### src/rtl/dcf_pkg.sv
package dcf_pkg;
  typedef enum logic [1:0] {
    OP_ALU_ARITH   = 2'b00,
    OP_ALU_LOGIC   = 2'b01,
    OP_SHIFT_ARITH = 2'b10,
    OP_SHIFT_LOGIC = 2'b11
  } op_class_e;

  typedef enum logic [2:0] {
    MD_CARRY = 3'b000,
    MD_NEG   = 3'b001,
    MD_ZERO  = 3'b010,
    MD_OVF   = 3'b011,
    MD_GT    = 3'b100,
    MD_GE    = 3'b101,
    MD_RSV0  = 3'b110,
    MD_RSV1  = 3'b111
  } cond_mode_e;

  function automatic logic is_arith(op_class_e op);
    return (op == OP_ALU_ARITH) || (op == OP_SHIFT_ARITH);
  endfunction
endpackage

### src/rtl/dcf_detect.sv
module dcf_detect #(
  parameter int GUARD_W = 8,
  parameter int REG_W   = 32,
  localparam int RES_W  = GUARD_W + REG_W
) (
  input  logic [RES_W-1:0] res,
  output logic             zero_full,
  output logic             zero_reg,
  output logic             sign_full,
  output logic             sign_reg,
  output logic             no_fit
);
  // Bits from the top of the guard field down to the register sign bit.
  logic [GUARD_W:0] top_bits;

  assign top_bits  = res[RES_W-1:REG_W-1];
  assign zero_reg  = ~|res[REG_W-1:0];
  assign zero_full = zero_reg & ~|res[RES_W-1:REG_W];
  assign sign_full = res[RES_W-1];
  assign sign_reg  = res[REG_W-1];
  assign no_fit    = ~((&top_bits) | (~|top_bits));
endmodule

### src/rtl/dcf_rules.sv
module dcf_rules
  import dcf_pkg::*;
(
  input  cond_mode_e mode,
  input  op_class_e  op,
  input  logic       carry,
  input  logic       shout,
  input  logic       ovf,
  input  logic       zero_full,
  input  logic       zero_reg,
  input  logic       sign_full,
  input  logic       sign_reg,
  input  logic       no_fit,
  output logic       flag_nxt,
  output logic       rsv
);
  logic arith;
  logic ge_raw;

  assign arith  = is_arith(op);
  assign ge_raw = ~(sign_full ^ ovf);

  always_comb begin
    flag_nxt = 1'b0;
    rsv      = 1'b0;
    unique case (mode)
      MD_CARRY: begin
        unique case (op)
          OP_ALU_ARITH: flag_nxt = carry;
          OP_ALU_LOGIC: flag_nxt = 1'b0;
          default:      flag_nxt = shout;
        endcase
      end
      MD_NEG:  flag_nxt = arith ? sign_full : sign_reg;
      MD_ZERO: flag_nxt = arith ? zero_full : zero_reg;
      MD_OVF:  flag_nxt = arith & no_fit;
      MD_GE:   flag_nxt = arith & ge_raw;
      MD_GT:   flag_nxt = arith & ge_raw & ~zero_full;
      default: rsv = 1'b1;
    endcase
  end
endmodule

### src/rtl/dcf_flag_unit.sv
module dcf_flag_unit
  import dcf_pkg::*;
#(
  parameter int GUARD_W = 8,
  parameter int REG_W   = 32,
  parameter int MODE_W  = 3,
  parameter int OP_W    = 2,
  localparam int RES_W  = GUARD_W + REG_W
) (
  input  logic              clk,
  input  logic              rst,
  input  logic              upd_i,
  input  logic [MODE_W-1:0] mode_i,
  input  logic [OP_W-1:0]   op_i,
  input  logic [RES_W-1:0]  res_i,
  input  logic              carry_i,
  input  logic              shout_i,
  input  logic              ovf_i,
  output logic              flag_o,
  output logic              err_o
);
  logic zero_full, zero_reg, sign_full, sign_reg, no_fit;
  logic flag_nxt, rsv;

  dcf_detect #(.GUARD_W(GUARD_W), .REG_W(REG_W)) u_det (
    .res       (res_i),
    .zero_full (zero_full),
    .zero_reg  (zero_reg),
    .sign_full (sign_full),
    .sign_reg  (sign_reg),
    .no_fit    (no_fit)
  );

  dcf_rules u_rules (
    .mode      (cond_mode_e'(mode_i)),
    .op        (op_class_e'(op_i)),
    .carry     (carry_i),
    .shout     (shout_i),
    .ovf       (ovf_i),
    .zero_full (zero_full),
    .zero_reg  (zero_reg),
    .sign_full (sign_full),
    .sign_reg  (sign_reg),
    .no_fit    (no_fit),
    .flag_nxt  (flag_nxt),
    .rsv       (rsv)
  );

  always_ff @(posedge clk) begin
    if (rst) begin
      flag_o <= 1'b0;
      err_o  <= 1'b0;
    end else begin
      err_o <= upd_i & rsv;
      if (upd_i && !rsv) flag_o <= flag_nxt;
    end
  end
endmodule

### config.mk
export PLATFORM = sky130hd
export DESIGN_NAME = dcf_flag_unit
export DESIGN_NICKNAME = d
export VERILOG_FILES = /design/src/rtl/dcf_pkg.sv /design/src/rtl/dcf_detect.sv /design/src/rtl/dcf_rules.sv /design/src/rtl/dcf_flag_unit.sv
export SDC_FILE = /design/constraint.sdc
export NUM_CORES = 1
export LEC_CHECK = 0
export ABC_AREA = 1
export BUFFER_PORTS_ARGS = -buffer_cell sky130_fd_sc_hd__buf_2
export CAP_MARGIN = 10
export CELL_PAD_IN_SITES_DETAIL_PLACEMENT = 1
export CELL_PAD_IN_SITES_GLOBAL_PLACEMENT = 1
export CORE_ASPECT_RATIO = 1.1
export CORE_UTILIZATION = 17
export CTS_CLUSTER_DIAMETER = 40
export DETAILED_ROUTE_END_ITERATION = 6
export GPL_TIMING_DRIVEN = 0
export PLACE_DENSITY_LB_ADDON = 0.1
export SYNTH_ARGS = -nofsm -noshare
export SYNTH_HDL_FRONTEND = slang
export SYNTH_HIERARCHICAL = 1
export SYNTH_SLANG_ARGS = --single-unit
### constraint.sdc
create_clock -name clk -period 2.3 [get_ports clk]
set_clock_uncertainty 0.05 [all_clocks]
set_input_delay 0.115 -clock clk [delete_from_list [all_inputs] [get_ports clk]]
set_output_delay 0.115 -clock clk [all_outputs]
set_load 0.01 [all_outputs]
==> reports/results.txt, run 1 <==
Outcome = finished clean
CP Class = in -> reg
R2r endpoint = flag_o$_SDFFE_PP0P_
Hold EP = err_o$_SDFF_PP0_
Syn Nets = 144
Post-layout min period = 1140 ps
Dominant cell type by area after synthesis = nor2_1
Core Box Area = 2270 sq um
Vias in the first global route = 711
Reg2reg setup slack = 1670 ps
Crit path launch type = input port
FMAX = 874 MHz
Initial antenna violation count = 0
Setup TNS = 0 ps
PwrDens = 267 nW/um^2
Rows = 18
Worst EP arrival = 1250 ps
CP endpoint kind = register
Synth Instances = 93
Number of diodes = 0
Via/cell ratio = 3.99
CTS buffer count = 3
Initial DRT Pass Iterations = 1
Tcrit/Tclk final = 49.7%
# setup viols final = 0
Routed Antenna Nets = 0
Critical path cell sequence = buf_2, nor2_1, nand2_1, nor2_1, nand2_1, nor3_2, nand2_1, nand2_1, nand2_1, nand2_1, nor2_1, nand2_1, inv_1, nand3_2, nand2_1, nor2_1
Gr usage total = 12.0%
Sink Count = 2
Placer Congestion = 0.700
Clock tree root buffer cell = clkbuf_4
Top Ports = 53
Share of the synthesized area in the top cell type = 31.4%
First-pass GRT wire length = 2480 um
Vias = 710
Fill count = 342
Worst-case clock buffer depth = 2
Final Slew Violations = 0
CP max stage delay = 180 ps
Storage cell area = 40.0 sq um
Pin count of the biggest net entering global routing = 7
Final nets = 201
Slew @ Worst Pin = 160 ps
Post-CTS Hold Buffers = 0
Post-DR wirelength/cell = 7.84 um
Commonest non-fill, non-tap cell in the layout = buf_2
Placed Cells = 175
R2R Path Start = flag_o$_SDFFE_PP0P_
Final hold violation count = 0
Area Growth Syn to Fin = 76.6%
Layout cells sized above 1 = 39.9%
Mapped Area = 418 sq um
Remaining Overflow, GRT = 0
Post-CTS resize count = 0
HP Class = in -> reg
CTS tree = done
Chip Height = 54 um
Max Fanout on Critical Path = 2
DRT iter0 DRCs = 0
Path depth of the worst reg2reg path = 2
Hold WS = 16.6 ps
Post-CTS setup buffers = 0
Synthesized flop and latch total = 2
HP Start = rst
Hpwl dp = 1310 um
Sequential area share after synthesis = 9.58%
Pleak = 0.440 nW
Port Buf Inserts = 52
CP required = 2410 ps
Die extent in x = 49.3 um
Most frequent cells in the layout = buf_2, nor2_1, nand2_1, inv_1
Placement Cell Area = 716 sq um
Non-filler cells, final = 178
Hold path depth = 2
Warnings from Yosys = 6
VDD IR-drop max = 0.127 mV
Worst skew pair latency = 220 ps
Most used cell, CP = nand2_1
Final wirelength = 1400 um
Core Util, Final = 32.5%
Relative slew slack = 89.3%
H-tree levels = 1
RSZ-0062 raised after global routing = no
Syn avg cell area = 4.49 sq um
Count of cell types in the netlist = 11
Max Cap Viol = 0
CTS clk-pin slew, worst paths = 30 ps
Fin area = 738 sq um
Multi-input logic area = 322 sq um
Largest cells by area after synthesis = nor2_1, nand2_1, inv_1
# DRC = 0
CP max stage cell = nor3_2
Initial core utilization = 18.4%
Die ar. = 2660 sq um
## layout make-up
class / instances / area share [%]
Multi-Input combinational cell: 78 / 43.6
Timing Repair Buffer: 52 / 35.3
Inverter: 11 / 5.59
Sequential cell: 2 / 5.42
Tap cell: 30 / 5.08
Clock buffer: 3 / 3.05
Buffer: 2 / 2.03
## cells in the mapped netlist, drive strengths merged
cell   count
nor2      35
buf        2
nand2     31
nor3       2
dfxtp      2
a21oi      3
inv       11
nand3      4
nand4      3
## worst max path at each step
stage | cells past startpoint | end | start | slack (ps)
after global routing | 16 | flag_o$_SDFFE_PP0P_ | res_i[15] | 920
after CTS | 16 | flag_o$_SDFFE_PP0P_ | res_i[3] | 1120
after global placement | 16 | flag_o$_SDFFE_PP0P_ | res_i[13] | 920
after floorplan | 15 | flag_o$_SDFFE_PP0P_ | res_i[13] | 1150
final | 16 | flag_o$_SDFFE_PP0P_ | res_i[3] | 1160
after detailed placement | 16 | flag_o$_SDFFE_PP0P_ | res_i[3] | 880
## state kept, by name, indices dropped and copies added, names as in the netlist
register,flops
flag_o,1
err_o,1
## metrics by stage
stage                     total power, mW  worst slack, ps
final                               0.197             1160
after global routing                0.217              922
after CTS                           0.203             1120
after detailed placement            0.125              885
after global placement              0.122              919
after floorplan                    0.0700             1150
## logic make-up after synthesis
| family | Yosys count | share of synthesized area [%] |
|---|---|---|
| AO/OA/AOI/OAI | 3 | 3.59 |
| buffers and inverters | 13 | 13.5 |
| flip-flops | 2 | 9.58 |
| AND/OR/NAND/NOR | 75 | 73.4 |
## critical path: cells and delay by family
kind / cells / cell delay [ps]
AND/OR/NAND/NOR: 14 / 1000
buffers and inverters: 2 / 130
## where the power goes
group          internal (mW)  leakage, nW  switching [mW]
sequential            0.0368       0.0164        0.000788
clock                 0.0573       0.0138          0.0172
combinational         0.0468        0.410          0.0380
total                  0.141        0.440          0.0560
## layer usage
metal / wire [um] / track usage (%) / share of wire [%]
met5: 0 / 0 / 0
met4: 0 / 5.88 / 0
met3: 88 / 1.98 / 6.3
met2: 728 / 24.0 / 52
met1: 579 / 12.2 / 41
Note: power is estimated with default switching activity, not from simulation.
==> run 2: changes to the inputs <==
--- a/config.mk
+++ b/config.mk
@@ -11,7 +11,7 @@
 export CELL_PAD_IN_SITES_DETAIL_PLACEMENT = 1
 export CELL_PAD_IN_SITES_GLOBAL_PLACEMENT = 1
 export CORE_ASPECT_RATIO = 1.1
-export CORE_UTILIZATION = 17
+export CORE_UTILIZATION = 16
 export CTS_CLUSTER_DIAMETER = 40
 export DETAILED_ROUTE_END_ITERATION = 6
 export GPL_TIMING_DRIVEN = 0
==> constraint.sdc (replaced) <==
create_clock -name clk -period 1.06 [get_ports clk]
set_clock_uncertainty 0.05 [all_clocks]
set_input_delay 0.053 -clock clk [delete_from_list [all_inputs] [get_ports clk]]
set_output_delay 0.053 -clock clk [all_outputs]
set_load 0.01 [all_outputs]
==> reports/results.txt, run 2 (synthesis results as in run 1) <==
Area Growth Syn to Fin = 110%
Biggest regs = err_o (1), flag_o (1)
Top Ports = 53
Remaining Overflow, GRT = 0
HP Start = upd_i
Final nets = 202
R2r endpoint = flag_o$_SDFFE_PP0P_
FMAX = 890 MHz
Hpwl dp = 1370 um
RSZ-0062 raised after global routing = yes
H-tree levels = 1
Max Cap Viol = 0
VDD IR-drop max = 0.380 mV
Number of diodes = 0
Placer Congestion = 0.768
CTS tree = done
Non-filler cells, final = 180
Via/cell ratio = 4.28
Post-DR wirelength/cell = 8.62 um
Power Total = 0.481 mW
Final wirelength = 1550 um
Final hold violation count = 0
Most frequent cells in the layout = buf_2, nand2_1, nor2_1, inv_1, nor2_2
Rows = 19
Initial antenna violation count = 0
Worst Path Buf+Inv = 2
CTS buffer count = 3
Sink Count = 2
Worst skew pair latency = 220 ps
CP max stage cell = nor3_4
CP max stage delay = 180 ps
DRT iter0 DRCs = 0
Initial core utilization = 16.7%
Most used cell, CP = nand2_1
Pin count of the biggest net entering global routing = 7
Placed Cells = 176
Failing checks = setup timing
Pleak = 0.485 nW
Hold EP = err_o$_SDFF_PP0_
CP required = 1170 ps
Path depth of the worst reg2reg path = 2
# setup viols final = 1
Fin area = 878 sq um
Slew @ Worst Pin = 172 ps
PwrDens = 548 nW/um^2
Gr usage total = 11.6%
Die ar. = 2820 sq um
Hold path depth = 3
Critical path cell sequence = buf_8, nor2_4, nand2_2, nor2_2, nand2_2, nor3_4, nand2_1, nand2_1, nand2_1, nand2_1, nor2_1, nand2_1, inv_1, nand3_2, nand2_1, nor2_1
Worst EP arrival = 1240 ps
Vias = 771
Top delay family on crit path = simple AND/OR/NAND/NOR gates
CP endpoint kind = register
Post-layout min period = 1120 ps
Final Slew Violations = 0
First-pass GRT wire length = 2650 um
Hold WS = 36.6 ps
Reg2reg setup slack = 440 ps
Die extent in x = 50.7 um
Routed Antenna Nets = 0
Core Box Area = 2500 sq um
CP Class = in -> reg
Setup TNS = -63.5 ps
Chip Height = 55.6 um
Commonest non-fill, non-tap cell in the layout = buf_2
Worst-case clock buffer depth = 2
Fill count = 370
HP Class = in -> reg
Worst setup path start = res_i[31]
CTS clk-pin slew, worst paths = 30 ps
Layout cells sized above 1 = 51.7%
Tcrit/Tclk final = 106%
R2R Path Start = flag_o$_SDFFE_PP0P_
Outcome = finished with violations
Port Buf Inserts = 52
# DRC = 0
Relative slew slack = 88.5%
Initial DRT Pass Iterations = 1
Crit path launch type = input port
Clock tree root buffer cell = clkbuf_4
Max Fanout on Critical Path = 4
Vias in the first global route = 767
Final Worst Setup Slack = -63.5 ps
Placement Cell Area = 724 sq um
[run 2: worst min-delay path: cells and delay by family]
kind / cells / cell delay (ps)
buffers and inverters: 1 / 120
and+or+nand+nor: 2 / 90
[run 2: layer usage]
metal  GRT usage (%)  share of wire (%)  vias to the layer above
li1                -                  -                      395
met5               0                  0                        -
met1            11.0                 37                      345
met2            24.2                 57                       29
met4            3.57               0.64                        0
met3            1.37                5.7                        2
[run 2: what timing repair did]
action	4_1_cts	5_1_grt
hold buffers	1	0
gates resized for setup	1	30
setup buffers	0	0
pin swaps	3	20
setup endpoints to repair	1	1
endpoints found under the hold margin	1	0
[run 2: layout make-up]
cell class                 instances  area [sq um]  area share [%]
buffer                             2          15.0            1.71
inverter                          11          41.3            4.70
sequential                         2          40.0            4.56
tap                               31          38.8            4.42
clock buffer                       3          22.5            2.56
multi-input combinational         78           403            45.9
timing repair buffer              53           318            36.2
[run 2: where the power goes]
group | internal (mW) | switching, mW
logic | 0.130 | 0.102
clock network | 0.125 | 0.0431
registers | 0.0798 | 0.00169
total | 0.335 | 0.147
[run 2: worst max path at each step]
stage                                     end  slack, ps  cells past startpoint
after floorplan           flag_o$_SDFFE_PP0P_        -20                     15
after global placement    flag_o$_SDFFE_PP0P_       -260                     16
after detailed placement  flag_o$_SDFFE_PP0P_       -330                     16
after CTS                 flag_o$_SDFFE_PP0P_        -70                     16
after global routing      flag_o$_SDFFE_PP0P_       -230                     16
final                     flag_o$_SDFFE_PP0P_        -60                     16
[run 2: stage by stage]
| stage | util (%) | worst slack [ps] |
|---|---|---|
| 2_1_floorplan | - | -21.5 |
| 3_3_place_gp | 29.0 | -259 |
| 3_5_place_dp | 29.0 | -326 |
| 4_1_cts | 30.6 | -67.1 |
| 5_1_grt | 35.2 | -234 |
| 6_report | 35.2 | -63.5 |
